### config.mk
export PLATFORM = sky130hd
export DESIGN_NAME = oscfail_ctrl
export DESIGN_NICKNAME = d
export VERILOG_FILES = /design/src/rtl/oscflag_pkg.sv /design/src/rtl/osc_tick_watchdog.sv /design/src/rtl/osc_run_qualifier.sv /design/src/rtl/oscfail_ctrl.sv
export SDC_FILE = /design/constraint.sdc
export NUM_CORES = 1
export LEC_CHECK = 0
export ABC_AREA = 0
export BUFFER_PORTS_ARGS = -buffer_cell sky130_fd_sc_hd__clkbuf_2
export CORE_MARGIN = 2
export CORE_UTILIZATION = 35
export CTS_CLUSTER_DIAMETER = 60
export DETAILED_ROUTE_END_ITERATION = 8
export HOLD_SLACK_MARGIN = 0.02
export MAX_ROUTING_LAYER = met4
export PLACE_DENSITY_LB_ADDON = 0.1
export SLEW_MARGIN = 5
export SYNTH_ARGS = -nofsm -noshare
export SYNTH_HDL_FRONTEND = slang
export SYNTH_SLANG_ARGS = --single-unit
### constraint.sdc
create_clock -name clk -period 1.9 [get_ports clk]
set_input_delay 0.19 -clock clk [delete_from_list [all_inputs] [get_ports clk]]
set_output_delay 0.19 -clock clk [all_outputs]
set_load 0.01 [all_outputs]
### src/rtl/oscflag_pkg.sv
package oscflag_pkg;

    typedef enum logic [1:0] {
        OSC_HALTED   = 2'd0,
        OSC_SETTLING = 2'd1,
        OSC_TRUSTED  = 2'd2
    } osc_state_e;

    localparam logic [2:0] ADDR_SECS = 3'd0;
    localparam logic [2:0] ADDR_MINS = 3'd1;
    localparam logic [2:0] ADDR_CTRL = 3'd7;
    localparam int         OWN_BIT   = 7;

endpackage

### src/rtl/osc_tick_watchdog.sv
module osc_tick_watchdog #(
    parameter int TIMEOUT_CYC = 8192
) (
    input  logic clk,
    input  logic rst_n,
    input  logic tick,
    output logic timeout
);
    localparam int GW = $clog2(TIMEOUT_CYC + 1);
    localparam logic [GW-1:0] GAP_MAX = GW'(TIMEOUT_CYC);

    logic [GW-1:0] gap_q;

    always_ff @(posedge clk or negedge rst_n) begin
        if (!rst_n)
            gap_q <= '0;
        else if (tick)
            gap_q <= '0;
        else if (gap_q != GAP_MAX)
            gap_q <= gap_q + 1'b1;
    end

    assign timeout = (gap_q == GAP_MAX);

    // a tick always clears the gap, so no timeout directly after it
    assert_tick_clears_gap_R5: assert property (@(posedge clk) disable iff (!rst_n)
        tick |=> !timeout);

endmodule

### src/rtl/osc_run_qualifier.sv
module osc_run_qualifier
    import oscflag_pkg::*;
#(
    parameter int RUN_TICKS = 131072
) (
    input  logic       clk,
    input  logic       rst_n,
    input  logic       tick,
    input  logic       stop_evt,
    output osc_state_e state,
    output logic       trusted
);
    localparam int CW = $clog2(RUN_TICKS + 1);
    localparam logic [CW-1:0] LAST_TICK = CW'(RUN_TICKS - 1);

    osc_state_e state_q, state_d;
    logic [CW-1:0] run_q, run_d;

    always_comb begin
        state_d = state_q;
        run_d   = run_q;
        if (stop_evt) begin
            state_d = OSC_HALTED;           // stop
            run_d   = '0;
        end else begin
            unique case (state_q)
                OSC_HALTED: if (tick) begin
                    state_d = OSC_SETTLING;  // restart
                    run_d   = '0;
                end
                OSC_SETTLING: if (tick) begin
                    if (run_q == LAST_TICK)
                        state_d = OSC_TRUSTED; // qualify
                    else
                        run_d = run_q + 1'b1;
                end
                OSC_TRUSTED: ;
                default: state_d = OSC_HALTED;
            endcase
        end
    end

    always_ff @(posedge clk or negedge rst_n) begin
        if (!rst_n) begin
            state_q <= OSC_HALTED;
            run_q   <= '0;
        end else begin
            state_q <= state_d;
            run_q   <= run_d;
        end
    end

    always_comb begin
        state   = state_q;
        trusted = (state_q == OSC_TRUSTED);
    end

    // trusted is reached only through settling
    assert_trust_via_settle_R10: assert property (@(posedge clk) disable iff (!rst_n)
        (state_q == OSC_TRUSTED && $past(state_q) != OSC_TRUSTED) |-> ($past(state_q) == OSC_SETTLING));

    // a stop event always lands in halted
    assert_stop_halts_R10: assert property (@(posedge clk) disable iff (!rst_n)
        stop_evt |=> (state_q == OSC_HALTED));

endmodule

### src/rtl/oscfail_ctrl.sv
module oscfail_ctrl
    import oscflag_pkg::*;
#(
    parameter int TIMEOUT_CYC = 8192,
    parameter int RUN_TICKS   = 131072,
    parameter int ADDR_W      = 3,
    parameter int DATA_W      = 8
) (
    input  logic              clk,
    input  logic              rst_n,
    input  logic              osc_tick,
    input  logic              wr_en,
    input  logic [ADDR_W-1:0] wr_addr,
    input  logic [DATA_W-1:0] wr_data,
    input  logic [ADDR_W-1:0] rd_addr,
    output logic [DATA_W-1:0] rd_data,
    output logic              osc_enable,
    output logic              pin_pull_low
);
    logic stop_q, level_q, fail_q;
    logic timeout, stop_evt, trusted;
    logic wr_secs, wr_ctrl, wr_clear;
    osc_state_e qual_state;
    logic unused_state_bits;
    logic unused_wr_bits;

    assign unused_wr_bits    = ^wr_data[OWN_BIT-1:0];
    assign unused_state_bits = ^qual_state;

    osc_tick_watchdog #(.TIMEOUT_CYC(TIMEOUT_CYC)) u_wdog (
        .clk     (clk),
        .rst_n   (rst_n),
        .tick    (osc_tick),
        .timeout (timeout)
    );

    assign stop_evt = stop_q | timeout;

    osc_run_qualifier #(.RUN_TICKS(RUN_TICKS)) u_qual (
        .clk      (clk),
        .rst_n    (rst_n),
        .tick     (osc_tick),
        .stop_evt (stop_evt),
        .state    (qual_state),
        .trusted  (trusted)
    );

    always_comb begin
        wr_secs  = wr_en && (wr_addr == ADDR_W'(ADDR_SECS));
        wr_ctrl  = wr_en && (wr_addr == ADDR_W'(ADDR_CTRL));
        wr_clear = wr_en && (wr_addr == ADDR_W'(ADDR_MINS)) && !wr_data[OWN_BIT];
    end

    always_ff @(posedge clk or negedge rst_n) begin
        if (!rst_n) begin
            stop_q  <= 1'b0;
            level_q <= 1'b1;
            fail_q  <= 1'b1;
        end else begin
            if (wr_secs) stop_q  <= wr_data[OWN_BIT];
            if (wr_ctrl) level_q <= wr_data[OWN_BIT];
            if (stop_evt)
                fail_q <= 1'b1;
            else if (wr_clear && trusted)
                fail_q <= 1'b0;
        end
    end

    always_comb begin
        rd_data = '0;
        if (rd_addr == ADDR_W'(ADDR_SECS))      rd_data[OWN_BIT] = stop_q;
        else if (rd_addr == ADDR_W'(ADDR_MINS)) rd_data[OWN_BIT] = fail_q;
        else if (rd_addr == ADDR_W'(ADDR_CTRL)) rd_data[OWN_BIT] = level_q;
        osc_enable   = !stop_q;
        pin_pull_low = !level_q;
    end

    assert_pin_tracks_write_R2: assert property (@(posedge clk) disable iff (!rst_n)
        (wr_en && wr_addr == ADDR_W'(ADDR_CTRL)) |=> (pin_pull_low == !$past(wr_data[OWN_BIT])));

    assert_stop_sets_flag_R4: assert property (@(posedge clk) disable iff (!rst_n)
        stop_q |=> fail_q);

    assert_timeout_sets_flag_R5: assert property (@(posedge clk) disable iff (!rst_n)
        timeout |=> fail_q);

    assert_clear_needs_trust_R6: assert property (@(posedge clk) disable iff (!rst_n)
        $fell(fail_q) |-> $past(trusted));

    assert_clear_taken_R7: assert property (@(posedge clk) disable iff (!rst_n)
        (wr_clear && trusted && !stop_evt) |=> !fail_q);

endmodule

* Word level (Yosys, flattened, before mapping) *
Index checks and enable logic that the tools add are counted.

storage, ports and cells
  bits in registers = 37
  output and inout port bits = 10
  word-level logic and storage cells = 56

operators by class
  add/sub/neg operators = 2
  mux-type cells = 17
  reductions and logical operators = 16
  bitwise operators = 1
  eq/ne operators = 14

operators by type and width
  cell                                                    number
  2-to-1 mux 18 bit                                       4
  case mux 18 bit (2 select lines)                        1
  2-to-1 mux 14 bit                                       2
  adder 18 x 1 -> 18 bit (second input constant)          1
  equality test 18 x 17 -> 1 bit (second input constant)  1
  adder 14 x 1 -> 14 bit (second input constant)          1
  equality test 14 bit (second input constant)            1
  != test 14 bit (second input constant)                  1
  != test 3 bit (second input constant)                   3
  2-to-1 mux 2 bit                                        4
  AND reduction 4 bit                                     2
  equality test 3 x 1 -> 1 bit (second input constant)    2
  equality test 3 bit (second input constant)             2
  logical NOT 3 bit                                       2
  case mux 2 bit (3 select lines)                         1
  logical AND 1 bit                                       5
  2-to-1 mux 1 bit                                        5
  nonzero test 2 bit                                      2
  logical NOT 1 bit                                       3
  != test 3 x 2 -> 1 bit (second input constant)          1
  nonzero test 3 bit                                      1
  equality test 2 x 1 -> 1 bit (second input constant)    1
  equality test 2 bit (second input constant)             1
  logical NOT 2 bit                                       1
  other kinds (2)                                         2

* Logic depth before layout (Yosys ltp) *
  depth in word-level cells = 6
  mapped depth = 7
  gate-level depth less buffers = 6

* Modules after synthesis *
From an unflattened synthesis, not the netlist that was laid out.

unflattened totals
  cells, all modules = 231
  area, all modules = 2190.9 sq um

by module, submodules not included
  module             instances  sequential area each (sq um)  cells each  area each (sq um)
  osc_run_qualifier  1          500.5                         124         1171.1
  osc_tick_watchdog  1          350.3                         83          777.0
  oscfail_ctrl       1          77.6                          24          242.7

* Worst setup path after synthesis *
Ideal clock, no wire load.

  path type = reg2reg
  start = reg u_wdog.gap_q[0]
  end = reg u_qual.run_q[16]
  slack = 171 ps
  stages on the path, launching flop included = 8
  arrival = 1592 ps
  path through = dfrtp_1 > inv_1 > ha_1 > nor4b_1 > a41o_1 > buf_2 > buf_1 > a31oi_1

on the way
  word-level cells in the longest chain between the ends = 4
  elaborated cells between the ends (all ways) = 8

RTL lines
  element                                                                      line                     RTL
  start: declaration                                                           osc_tick_watchdog.sv:12  logic [GW-1:0] gap_q;
  start signal: assignment                                                     osc_tick_watchdog.sv:20  gap_q <= gap_q + 1'b1;
  equality test 14 bit (*)                                                     osc_tick_watchdog.sv:23  assign timeout = (gap_q == GAP_MAX);
  OR 1 bit (*)                                                                 oscfail_ctrl.sv:37       assign stop_evt = stop_q | timeout;
  != test 3 bit (no source line) / nonzero test 3 bit (equally long branches)  --
  AND reduction 4 bit (no source line)                                         --
  end signal: assignment                                                       osc_run_qualifier.sv:49  run_q <= run_d;
  end: declaration                                                             osc_run_qualifier.sv:17  logic [CW-1:0] run_q, run_d;

Every way passes the cells marked *; elsewhere a longest branch is shown, timed or not.
A chain may end at the register's enable or synchronous reset.

* Worst setup path after layout *
  start = reg u_qual.run_q[0]
  end = reg u_qual.run_q[16]

on the way
  word-level cells in the longest chain between the ends = 5
  elaborated cells between the ends (all ways) = 8

RTL lines
  element                           line                     RTL
  adder 18 x 1 -> 18 bit            osc_run_qualifier.sv:35  run_d = run_q + 1'b1;
  2-to-1 mux 18 bit                 osc_run_qualifier.sv:32  if (run_q == LAST_TICK)
  2-to-1 mux 18 bit                 osc_run_qualifier.sv:31  OSC_SETTLING: if (tick) begin
  case mux 18 bit (2 select lines)  osc_run_qualifier.sv:26  unique case (state_q)
  2-to-1 mux 18 bit                 osc_run_qualifier.sv:22  if (stop_evt) begin

Several ways; a longest one is shown, not always the timed one. The select of a mux whose other input is x is not followed.

==> summary.md <==
| Metric | Value |
|---|---|
| Slew Limit Fails | 0 |
| Worst vdd rail ir drop | 0.4465 mV |
| Initial antenna violation count | 0 |
| Nets | 307 |
| H-Tree Depth | 2 |
| Synth Flop Type | dfrtp_1 |
| Vias in the first global route | 1931 |
| Hold crit path type | in -> reg |
| CP max FO | 6 |
| Post-CTS setup buffers | 0 |
| Achievable Freq | 571.2 MHz |
| Drt pass-1 iters | 4 |
| Hold Path Cell Cnt | 3 |
| Clk root buf | clkbuf_8 |
| Area contributors post-synth | dfrtp_1, nand4_1, a21oi_1 |
| Post-synth top area share | 0.3930 |
| Width of the die | 83.79 um |
| Clock Sinks | 37 |
| Post-synthesis mux area share | 0.01404 |
| Period Utilization, post-route | 0.9214 |
| Die ar. | 7021 um2 |
| R2r startpoint | u_qual.run_q[0] |
| DIE HEIGHT | 83.79 um |
| CP Capture Type | flip-flop |
| Hold_sp | wr_data[7] |
| CTS tree | built |
| Final critical-path required period | 1751 ps |
| Number of synthesized flops with an enable pin | 0 |
| Clk buf depth | 2 |
| GR Util All Layers | 0.1728 |
| Post-Synth Adder-Cell Area | 0.01684 |
| Leakage | 1.065 nW |
| FFs w/ async S/R, synth | 1.000 |
| R2r worst-path depth | 5 |
| Main combinational cell family by area after synthesis | simple AND/OR/NAND/NOR gates |
| Crit Path Class | reg -> reg |
| Syn. warnings | 0 |
| Cell row count | 29 |
| R2r setup slk | 150 ps |
| Pin count of the biggest net entering global routing | 26 |
| Antenna Diode Count | 0 |
| #FFs+latches synth | 37 |
| DRC viols | 0 |
| Seq/Total Area, Yosys | 0.4166 |
| Area growth syn-to-layout | 18.36% |
| Power density cells | 686.1 nW/um2 |
| Synth Area in XOR/XNOR | 0.03930 |
| Setup crit start kind | flip-flop |
| Finish-stage setup viols | 0 |
| Gate Count Post-Synth | 250 |
| Slew HR | 0.5951 |
| Post-Synth Simple-Gate Area | 0.2914 |
| Post-route ant nets | 0 |
| Cell variety after synth | 49 |
| Data required, critical path | 2120 ps |
| Crit path from | u_qual.run_q[0] |
| Final wirelength | 5507 um |
| PortBufs | 13 |
| GP Congestion | 0.8321 |
| Critical R2R Capture | u_qual.run_q[16] |
| Crit path DAT | 1970 ps |
| Avg Cell Area, Syn | 8.914 um2 |
| Initial Util | 0.3571 |
| Finished layout cell area | 2638 um2 |
| RSZ-0062 raised after global routing | false |
| Synth Area in Compound Gates | 0.1628 |
| First-pass GRT wire length | 9666 um |
| Core area | 6241 um2 |
| Ports | 28 |
| Vias | 1992 |
| Final hold vios | 0 |
| Synthesized area | 2228 um2 |
| HPWL Detailed | 4126 um |
| Clock Latency Late Sink | 290 ps |
| Vias per cell | 5.473 |
| Drt initial violations | 104 |
| Layout cell share with drive strength beyond 1 | 0.1847 |
| CTS Buf Count | 5 |
| Max-cap violation count | 0 |
| Yosys top cell by area | dfrtp_1 |
| Least-Margin Pin Slew | 607.3 ps |
| Clock Skews | 12.63 ps |
| Hold EP | level_q |
| Status | completed |
| Setup TNS | 0 ps |
| Post-place instance area | 2506 um2 |
| Grt ovf | 0 |
| Clock-pin transition on the worst setup and hold timing paths | 70 ps |
| Drt wl/cell | 15.13 um |
## synth_stat cells, types with 2 or more instances
| library cell | number |
|---|---|
| or3_1 | 4 |
| buf_4 | 7 |
| nor3_1 | 6 |
| and3_1 | 4 |
| buf_2 | 3 |
| a31oi_1 | 5 |
| dfstp_2 | 2 |
| clkbuf_1 | 4 |
| dfrtp_1 | 35 |
| and2_1 | 5 |
| nand3b_1 | 3 |
| o311ai_0 | 4 |
| a211oi_1 | 4 |
| a21oi_1 | 17 |
| o21ai_0 | 8 |
| nor4b_1 | 2 |
| nor4_1 | 7 |
| or4_1 | 5 |
| nand4_1 | 14 |
| nand3_1 | 16 |
| o31ai_1 | 4 |
| nand2_1 | 16 |
| xor2_1 | 3 |
| xnor2_1 | 7 |
| a41oi_1 | 3 |
| o311a_1 | 2 |
| nor2_1 | 22 |
| ha_1 | 3 |
| inv_1 | 11 |
| and4_1 | 4 |
| mux2i_1 | 2 |
## cell type report
cell class	instances	area [um2]
fill	629	3603
multi-input combinational	193	1209
sequential	37	928.4
timing repair buffer	38	255.2
tap	77	96.34
clock buffer	6	72.57
inverter	11	41.29
clock inverter	2	35.03
## how the worst max path moves through the flow
stage	end	cells after the start
2_1_floorplan	u_qual.run_q[16]	7
3_3_place_gp	u_qual.run_q[16]	5
3_5_place_dp	u_qual.run_q[16]	5
4_1_cts	u_qual.run_q[11]	4
5_1_grt	u_qual.run_q[16]	5
6_report	u_qual.run_q[16]	5
## cells in the final DEF (no fill, tap or decap), types with 5 or more instances in the layout
master / Yosys / final
a31oi_1: 5 / 5
dfrtp_1: 35 / 35
nand4_1: 14 / 14
buf_4: 7 / 24
a21oi_1: 17 / 17
inv_1: 11 / 11
nand2_1: 16 / 16
conb_1: 1 / 7
or4_1: 5 / 5
clkbuf_2: 0 / 13
and2_1: 5 / 5
nor3_1: 6 / 6
xnor2_1: 7 / 7
clkbuf_8: 0 / 5
nor4_1: 7 / 5
o21ai_0: 8 / 8
nor2_1: 22 / 22
nand3_1: 16 / 16
## state kept, by name (all words and copies together) (netlist names)
name and cells:
fail_q 1, level_q 1, stop_q 1, u_qual.run_q 18, u_qual.state 2, u_wdog.gap_q 14
## report_power, final
| part | switching [mW] | total, mW | internal, mW | leakage [nW] |
|---|---|---|---|---|
| Combinational | 0.179 | 0.296 | 0.117 | 0.507 |
| Sequential | 0.0270 | 0.843 | 0.816 | 0.503 |
| Clock | 0.281 | 0.671 | 0.390 | 0.0552 |
| Total | 0.487 | 1.81 | 1.32 | 1.07 |
## routing by layer
| metal | vias to the layer above | track usage | part of all wire |
|---|---|---|---|
| met4 | 0 | 0.03666 | 0.0035 |
| met1 | 962 | 0.2430 | 0.51 |
| met5 | - | - | 0 |
| met3 | 2 | 0.04055 | 0.031 |
| met2 | 27 | 0.2560 | 0.45 |
| li1 | 1001 | - | - |
## repair_timing
action,in CTS,in global routing
resized for setup,0,3
hold buffers,1,0
endpoints found under the hold margin,21,0
setup endpoints to repair,0,3
## cell families (layout without fill, tap and decap cells)
logic type      count (synthesis)  in the layout
compound gates                 54             54
flops                          37             37
other cells                     1              7
simple gates                  116            116
buf+inv                        26             57
xor+xnor                       10             10
mux                             3              3
fa+ha+maj                       3              3
## per-stage QoR
| stage | setup WS (ps) | utilization | total power [mW] | instances | hold WS, ps |
|---|---|---|---|---|---|
| 2_1_floorplan | 171.1 | - | 1.016 | 256 | -105.6 |
| 3_3_place_gp | 112.0 | 0.4016 | 1.159 | 355 | 241.0 |
| 3_5_place_dp | 100.2 | 0.4016 | 1.156 | 355 | 238.7 |
| 4_1_cts | 100.5 | 0.4204 | 1.847 | 364 | 129.5 |
| 5_1_grt | 3.194 | 0.4226 | 1.916 | 364 | 165.2 |
| 6_report | 149.4 | 0.4226 | 1.809 | 364 | 137.7 |
## critical path, cell delays in order (launching register included)
cell and delay [ps]:
dfrtp_1 430, ha_1 240, and3_2 270, nand3_1 160, or4_1 420, a31oi_1 160
Power figures use the tool's default switching activity.
